### src/rtl/dlyq_pkg.sv
package dlyq_pkg;

    typedef enum logic {
        GATE_ARMED = 1'b0,
        GATE_OPEN  = 1'b1
    } gate_e;

endpackage

### src/rtl/dlyq_store.sv
module dlyq_store #(
    parameter int DATA_W = 16,
    parameter int DEPTH  = 64,
    localparam int ADDR_W = $clog2(DEPTH)
) (
    input  logic              clk,
    input  logic              we,
    input  logic [ADDR_W-1:0] waddr,
    input  logic [DATA_W-1:0] wdata,
    input  logic [ADDR_W-1:0] raddr,
    output logic [DATA_W-1:0] rdata
);

    logic [DATA_W-1:0] mem [DEPTH];

    always_ff @(posedge clk) begin
        if (we) begin
            mem[waddr] <= wdata;
        end
    end

    assign rdata = mem[raddr];

endmodule

### src/rtl/dlyq_ctrl.sv
module dlyq_ctrl
    import dlyq_pkg::*;
#(
    parameter int DEPTH  = 64,
    parameter int THRESH = 48,
    localparam int ADDR_W = $clog2(DEPTH),
    localparam int PTR_W  = ADDR_W + 1
) (
    input  logic              clk,
    input  logic              rst,
    input  logic              in_valid,
    input  logic              in_ready,
    input  logic              take,
    output logic              push,
    output logic              pop,
    output logic              avail,
    output logic              full,
    output logic [ADDR_W-1:0] wr_addr,
    output logic [ADDR_W-1:0] rd_addr
);

    localparam logic [PTR_W-1:0] THR_L = PTR_W'(THRESH);

    typedef struct packed {
        logic [PTR_W-1:0] wr;
        logic [PTR_W-1:0] rd;
        gate_e            gate;
    } ctl_t;

    ctl_t             st_q, st_d;
    logic [PTR_W-1:0] occ, occ_nx;
    logic             empty, reached;

    assign occ = st_q.wr - st_q.rd;

    if (THRESH == 0) begin : g_thr_zero
        assign reached = 1'b1;
    end else begin : g_thr_cmp
        assign reached = (occ >= THR_L);
    end

    always_comb begin
        empty  = (st_q.wr == st_q.rd);
        full   = (st_q.wr[ADDR_W] != st_q.rd[ADDR_W]) &&
                 (st_q.wr[ADDR_W-1:0] == st_q.rd[ADDR_W-1:0]);
        avail  = !empty && ((st_q.gate == GATE_OPEN) || reached);
        pop    = avail && take;
        push   = in_valid && in_ready;
        st_d.wr = st_q.wr + PTR_W'(push);
        st_d.rd = st_q.rd + PTR_W'(pop);
        occ_nx  = st_d.wr - st_d.rd;
        st_d.gate = ((occ_nx != '0) && avail) ? GATE_OPEN : GATE_ARMED;
    end

    always_ff @(posedge clk) begin
        if (rst) begin
            st_q <= '0;
        end else begin
            st_q <= st_d;
        end
    end

    assign wr_addr = st_q.wr[ADDR_W-1:0];
    assign rd_addr = st_q.rd[ADDR_W-1:0];

endmodule

### src/rtl/dlyq_outstage.sv
module dlyq_outstage #(
    parameter int DATA_W  = 16,
    parameter bit REG_OUT = 1'b1
) (
    input  logic              clk,
    input  logic              rst,
    input  logic              avail,
    input  logic              pop,
    input  logic [DATA_W-1:0] rd_data,
    input  logic              out_ready,
    output logic              take,
    output logic              out_valid,
    output logic [DATA_W-1:0] out_data
);

    if (REG_OUT) begin : g_reg
        typedef struct packed {
            logic              vld;
            logic [DATA_W-1:0] data;
        } ost_t;

        ost_t o_q, o_d;
        logic unused_avail;

        assign unused_avail = avail;
        assign take = !o_q.vld || out_ready;

        always_comb begin
            o_d = o_q;
            if (pop) begin
                o_d.vld  = 1'b1;
                o_d.data = rd_data;
            end else if (out_ready) begin
                o_d.vld = 1'b0;
            end
        end

        always_ff @(posedge clk) begin
            if (rst) begin
                o_q <= '0;
            end else begin
                o_q <= o_d;
            end
        end

        assign out_valid = o_q.vld;
        assign out_data  = o_q.data;
    end else begin : g_pass
        logic unused_sig;

        assign unused_sig = pop ^ clk ^ rst;
        assign take      = out_ready;
        assign out_valid = avail;
        assign out_data  = rd_data;
    end

endmodule

### src/rtl/dlyq_gated.sv
module dlyq_gated
    import dlyq_pkg::*;
#(
    parameter int DATA_W  = 16,
    parameter int DEPTH   = 64,
    parameter int THRESH  = 48,
    parameter bit REG_OUT = 1'b1
) (
    input  logic              clk,
    input  logic              rst,
    input  logic              in_valid,
    output logic              in_ready,
    input  logic [DATA_W-1:0] in_data,
    output logic              out_valid,
    input  logic              out_ready,
    output logic [DATA_W-1:0] out_data
);

    localparam int ADDR_W = $clog2(DEPTH);

    logic              full, pop, push, avail, take;
    logic [ADDR_W-1:0] wr_addr, rd_addr;
    logic [DATA_W-1:0] rd_data;

    assign in_ready = !full || pop;

    dlyq_ctrl #(
        .DEPTH  (DEPTH),
        .THRESH (THRESH)
    ) u_ctrl (
        .clk      (clk),
        .rst      (rst),
        .in_valid (in_valid),
        .in_ready (in_ready),
        .take     (take),
        .push     (push),
        .pop      (pop),
        .avail    (avail),
        .full     (full),
        .wr_addr  (wr_addr),
        .rd_addr  (rd_addr)
    );

    dlyq_store #(
        .DATA_W (DATA_W),
        .DEPTH  (DEPTH)
    ) u_store (
        .clk   (clk),
        .we    (push),
        .waddr (wr_addr),
        .wdata (in_data),
        .raddr (rd_addr),
        .rdata (rd_data)
    );

    dlyq_outstage #(
        .DATA_W  (DATA_W),
        .REG_OUT (REG_OUT)
    ) u_out (
        .clk       (clk),
        .rst       (rst),
        .avail     (avail),
        .pop       (pop),
        .rd_data   (rd_data),
        .out_ready (out_ready),
        .take      (take),
        .out_valid (out_valid),
        .out_data  (out_data)
    );

endmodule

### config.mk
export PLATFORM = sky130hd
export DESIGN_NAME = dlyq_gated
export DESIGN_NICKNAME = d
export VERILOG_FILES = /design/src/rtl/dlyq_pkg.sv /design/src/rtl/dlyq_store.sv /design/src/rtl/dlyq_ctrl.sv /design/src/rtl/dlyq_outstage.sv /design/src/rtl/dlyq_gated.sv
export SDC_FILE = /design/constraint.sdc
export NUM_CORES = 1
export LEC_CHECK = 0
export BUFFER_PORTS_ARGS = -buffer_cell sky130_fd_sc_hd__buf_4
export CAP_MARGIN = 20
export CORE_MARGIN = 10
export CORE_UTILIZATION = 35
export CTS_CLUSTER_SIZE = 20
export DETAILED_ROUTE_END_ITERATION = 16
export PLACE_DENSITY = 0.55
export SLEW_MARGIN = 0
export SYNTH_ARGS = -nofsm -noshare
export SYNTH_HDL_FRONTEND = slang
export SYNTH_SLANG_ARGS = --single-unit
### constraint.sdc
create_clock -name clk -period 6.5 [get_ports clk]
set_clock_uncertainty 0.2 [all_clocks]
set_input_delay 1.3 -clock clk [delete_from_list [all_inputs] [get_ports clk]]
set_output_delay 1.3 -clock clk [all_outputs]
set_load 0.05 [all_outputs]
==> results_dict.tcl, run 1 <==
set metrics [dict create \
    grt_pass1_vias 20704 \
    async_flop_share 0 \
    ctsHoldBuffers 0 \
    worstSetupPathType "reg2reg" \
    netlist.area_leader.share 0.747 \
    r2r_cells 18 \
    critPathMaxFanout 39 \
    die-height_um 363 \
    yosys_warnings 0 \
    slowest_stage "o21ai_4" \
    worst_pin_slew_ns 1.11 \
    port_buffers 37 \
    clockRootBuffer "clkbuf_16" \
    path_buf_inv 2 \
    fin_crit_ns 5.21 \
    synth_cells 2048 \
    use_met1 0.207 \
    initial_core_util 0.353 \
    ys_top_cells_by_count "edfxtp_1, mux4_2, mux2i_1" \
    reg2reg_from "u_ctrl.rd_addr[1]" \
    synth_seq_cells 1056 \
    synth_seq_area_share 0.763 \
    n_antenna_cell 0 \
    core_sq_um 117000 \
    cts_tree "built" \
    synth_nets 2084 \
    min_from "u_out.out_data[7]" \
    hold_viol_final 0 \
    crit_top_cell "ha_1" \
    synth_flop_cell "edfxtp_1" \
    grt_setup_unrepaired "no" \
    die_w_um 363 \
    syn2layout_area_growth_pct 14.1 \
    dr.pass1.iters 6 \
    cts_setup_buffers 0 \
    hold_path_end "u_out.out_data[7]" \
    grtUsageTotal 0.152 \
    grt_pass1_wl_um 148000 \
    die_area_sq_um 132000 \
    reg2reg_to "u_ctrl.st_q[0]" \
    grtUsageMet3 0.0281 \
    hold_path.class "reg2reg" \
    antenna_found_initial 2 \
    fin_crit_sh 0.801 \
    drtIter0Drc 2162 \
    netlist-cell-type-count 54 \
    grt_max_degree 119 \
    insertion_delay_ns 0.68 \
    synth.avg_cell_area_sq_um 20.1 \
    fin_nets 2190 \
    final.setup.tns_ns 0 \
    wire_per_inst_um 26.9 \
    synth_largest_area_cell "edfxtp_1" \
    start_kind "flop" \
    viasPerCell 5.40 \
    worst_slack_ns 1.29 \
    setup.worst_path.end_class "flop" \
    power_density_nw_per_um2 326 \
    ant_nets 0 \
    pre_cts_slack_ns 1.28 \
    synth_edf_count 1024 \
    fmax_ghz 0.192 \
    ir_drop_mv 0.262 \
    finalSetupViolations 0 \
    drc_errors 0 \
    dp_hpwl_um 57900 \
    syn_area_sq_um 41200 \
    grt_util_met2 0.242 \
    cts-resized-gates 0 \
    status "completed" \
    max_stage_delay_ns 0.82 \
    htreeDepth 3 \
    maxSlewViolCount 0 \
    cts.sinks 1056 \
    ys_top_cells_by_area "edfxtp_1, mux4_2, mux2i_1" \
    top_usage_layer "met2" \
    drive_gt1_frac 0.264 \
    cp_top_family "compound AO/OA/AOI/OAI gates" \
    vias 20316 \
    maxSlewHeadroom 0.263 \
    drv_cap 0 \
    p_leak_nw 14.2 \
    reg2reg_setup_slack_ns 1.29 \
    synth_most_common_cell "edfxtp_1" \
    arrival_ns 5.60 \
    io_pins 38 \
    numCtsBuffers 103 \
    holdPathStages 1 \
    clock_path_buffers 3 \
    grt_overflow 0 \
    path_cells "inv_1 -> ha_1 -> nor2b_1 -> o2111ai_1 -> and3_1 -> a21oi_1 -> o21ai_4 -> inv_1 -> ha_1 -> ha_1 -> xor2_1 -> ha_1 -> or2_2 -> o211ai_1 -> a21oi_1 -> nand4b_1 -> o31ai_1 -> a311oi_1" \
    rows 125 \
    cp.required_ns 6.89 \
    path_clk_slew_ns 0.06 \
    wirelength_um 101000 \
    gp_congestion 0.857 \
]
[metrics by stage]
| stage | hold slack (ns) | power [mW] | utilization | area, sq um | cells |
|---|---|---|---|---|---|
| 2_1_floorplan | 0.383 | 9.17 | - | 41200 | 2048 |
| 3_3_place_gp | 0.360 | 9.59 | 0.374 | 43600 | 3571 |
| 3_5_place_dp | 0.357 | 9.61 | 0.374 | 43600 | 3571 |
| 4_1_cts | 0.372 | 15.5 | 0.403 | 46900 | 3761 |
| 5_1_grt | 0.380 | 15.8 | 0.403 | 47000 | 3763 |
| 6_report | 0.378 | 15.3 | 0.403 | 47000 | 3763 |
[metal layers]
metal,wire length [um],vias up
met3,6560,154
met1,43500,10722
met5,13,-
li1,-,8771
met4,3140,2
met2,47900,667
[cell families after synthesis]
group,after synthesis,synth area share
flops,1056,0.763
buf+inv,137,0.0200
compound gates,250,0.0470
mux,352,0.136
xor+xnor,12,0.00289
fa+ha+maj,16,0.00486
simple gates,225,0.0264
[cell type report]
class,instances,area [sq um]
Multi-Input combinational cell,855,9320
Clock inverter,65,578
Inverter,13,48.8
Clock buffer,125,2750
Timing Repair Buffer,125,978
Tap cell,1524,1910
Fill cell,10163,69500
Sequential cell,1056,31400
[flip-flops by register name (all words and copies together) (netlist names)]
name             flops
u_ctrl.rd_addr       6
u_ctrl.st_q          3
u_ctrl.wr_addr       6
u_out.out_data      16
u_out.out_valid      1
u_store.mem       1024
[worst max-delay path by stage]
| stage | startpoint | end | slack (ns) | depth (start not counted) |
|---|---|---|---|---|
| after floorplan | u_ctrl.rd_addr[2] | u_store.mem[24][0] | 1.99 | 10 |
| after global placement | u_ctrl.rd_addr[1] | u_ctrl.st_q[0] | 1.33 | 18 |
| after detailed placement | u_ctrl.rd_addr[1] | u_ctrl.st_q[0] | 1.28 | 18 |
| after CTS | u_ctrl.rd_addr[1] | u_ctrl.st_q[0] | 1.25 | 18 |
| after global routing | u_ctrl.rd_addr[1] | u_ctrl.st_q[0] | 0.90 | 17 |
| final | u_ctrl.rd_addr[1] | u_ctrl.st_q[0] | 1.29 | 18 |
[worst register-to-register path: cells and delay by family, from the launching register on]
kind / cells / cell delay (ns)
flops: 1 / 0.73
buf+inv: 2 / 0.30
fa+ha+maj: 4 / 1.13
simple gates: 4 / 0.79
xor+xnor: 1 / 0.19
compound gates: 7 / 1.79
[power by group]
group / switching, mW / total [mW] / internal [mW] / leakage [nW]
combinational: 1.00 / 1.82 / 0.819 / 3.05
sequential: 0.104 / 7.62 / 7.52 / 9.47
clock: 2.53 / 5.86 / 3.34 / 1.63
[cells in the final DEF, fill, tap and decap left out, drive strengths merged, types with 5 or more instances in the layout]
| cell type | n |
|---|---|
| clkbuf | 125 |
| xnor2 | 8 |
| or2 | 6 |
| o221ai | 16 |
| edfxtp | 1024 |
| a221oi | 48 |
| nand2b | 5 |
| a32o | 16 |
| bufinv | 8 |
| nor2 | 26 |
| nor3 | 64 |
| nand3b | 5 |
| nand3 | 27 |
| o22ai | 64 |
| ha | 16 |
| mux4 | 160 |
| dfxtp | 32 |
| mux2i | 128 |
| a21oi | 6 |
| mux2 | 64 |
| nor2b | 9 |
| a211oi | 33 |
| clkinv | 49 |
| inv | 17 |
| buf | 125 |
| nand2 | 64 |
| a22oi | 48 |
(Power assumes the default switching activity.)
==> inputs of run 2 (changes only) <==
- PLACE_DENSITY: 0.55 -> 0.57
- clock period: 6.5 -> 4.55 ns (I/O delays scaled with it)
==> run 2 against run 1 <==
- sequential share of layout area fell by 0.98 points
- sequential cell count did not move
- final cell count rose by 1.5%
==> results_dict.tcl, run 2 (synthesis results as in run 1) <==
set metrics [dict create \
    status "completed" \
    critPathMaxFanout 6 \
    worst_slack_ns 0.302 \
    cts.sinks 1056 \
    crit_top_cell "ha_1" \
    start_kind "flop" \
    fin_crit_ns 4.25 \
    clockRootBuffer "clkbuf_16" \
    slowest_stage "dfxtp_2" \
    fin_nets 2238 \
    drtIter0Drc 1993 \
    viasPerCell 5.40 \
    grt_overflow 0 \
    ctsHoldBuffers 0 \
    largest_reg_flops 1024 \
    die_w_um 363 \
    hold_path.class "reg2reg" \
    grt_pass1_wl_um 148000 \
    drc_errors 0 \
    grt_max_degree 126 \
    vias 20604 \
    wirelength_um 101000 \
    rows 125 \
    ant_nets 0 \
    insertion_delay_ns 0.69 \
    port_buffers 37 \
    die-height_um 363 \
    initial_core_util 0.353 \
    maxSlewViolCount 0 \
    cts-resized-gates 0 \
    setup.worst_path.end_class "flop" \
    pre_cts_slack_ns 0.349 \
    drive_gt1_frac 0.283 \
    syn2layout_area_growth_pct 15.8 \
    cp.required_ns 4.94 \
    max_flop_register "u_store.mem" \
    path_clk_slew_ns 0.06 \
    ir_drop_mv 0.381 \
    dr.pass1.iters 5 \
    cts_tree "built" \
    p_leak_nw 14.5 \
    hold_viol_final 0 \
    layout_commonest_cell "edfxtp_1" \
    core_sq_um 117000 \
    grt_setup_unrepaired "no" \
    grtUsageTotal 0.151 \
    worstSetupPathType "reg2reg" \
    antenna_found_initial 2 \
    worst_pin_slew_ns 1.08 \
    numCtsBuffers 109 \
    final.setup.tns_ns 0 \
    io_pins 38 \
    drv_cap 0 \
    final_cell_mix "edfxtp_1, buf_4, mux4_2" \
    fmax_ghz 0.235 \
    path_cells "inv_1 -> ha_1 -> and2_1 -> o2111ai_1 -> and3_1 -> o21ai_1 -> nand2_1 -> nor2_1 -> ha_1 -> ha_2 -> xnor2_1 -> ha_1 -> or2_2 -> o211ai_1 -> a21oi_1 -> nand4b_1 -> o31ai_1 -> a311oi_1" \
    die_area_sq_um 132000 \
    grt_pass1_vias 21103 \
    arrival_ns 4.64 \
    wire_per_inst_um 26.3 \
    power_density_nw_per_um2 472 \
    finalSetupViolations 0 \
    max_stage_delay_ns 0.38 \
    gp_congestion 0.869 \
    fin_crit_sh 0.934 \
    clock_path_buffers 3 \
    dp_hpwl_um 58200 \
    maxSlewHeadroom 0.277 \
    cts_setup_buffers 0 \
    htreeDepth 3 \
]
-- run 2: path summary, 6_finish.rpt --
kind	start	end	slack [ns]	cells after the start
setup / recovery	u_ctrl.rd_addr[3]	u_ctrl.st_q[0]	0.30	18
hold / removal	u_out.out_data[6]	u_out.out_data[6]	0.29	1
setup reg to reg	u_ctrl.rd_addr[3]	u_ctrl.st_q[0]	0.30	18
hold reg to reg	u_out.out_data[6]	u_out.out_data[6]	0.29	1
-- run 2: layer usage --
layer / vias up / track usage / wire length (um)
li1: 8889 / - / -
met1: 10941 / 0.205 / 43300
met2: 629 / 0.247 / 49200
met3: 145 / 0.0271 / 5980
met4: 0 / 0.0414 / 2130
met5: - / 0 / 0
-- run 2: where the power goes --
part | total (mW) | switching, mW | leakage, nW | internal, mW
registers | 10.8 | 0.0714 | 9.47 | 10.7
clock network | 9.01 | 3.71 | 1.80 | 5.30
logic | 2.67 | 1.48 | 3.27 | 1.18
total | 22.5 | 5.26 | 14.5 | 17.2
-- run 2: area by class of cell --
type / count / area, sq um
Fill cell: 10101 / 68800
Sequential cell: 1056 / 31400
Multi-Input combinational cell: 855 / 9320
Clock buffer: 137 / 2910
Tap cell: 1524 / 1910
Timing Repair Buffer: 167 / 1320
Clock inverter: 66 / 768
Inverter: 13 / 48.8
Antenna cell: 1 / 2.50
-- run 2: metrics by stage --
step	utilization	std cells	power (mW)	hold WS [ns]	area [sq um]
2_1_floorplan	-	2048	13.1	0.383	41200
3_3_place_gp	0.377	3613	13.7	0.294	44000
3_5_place_dp	0.377	3613	13.7	0.284	44000
4_1_cts	0.409	3816	22.7	0.295	47600
5_1_grt	0.409	3818	23.3	0.326	47700
6_report	0.409	3819	22.5	0.288	47700
-- run 2: worst max-delay path, delay by kind of cell, from the launching register on --
family / cells / cell delay (ns)
AND/OR/NAND/NOR: 6 / 1.11
AO/OA/AOI/OAI: 6 / 1.06
flip-flops: 1 / 0.38
adder cells (fa/ha/maj): 4 / 1.10
buffers and inverters: 1 / 0.11
XOR/XNOR: 1 / 0.16
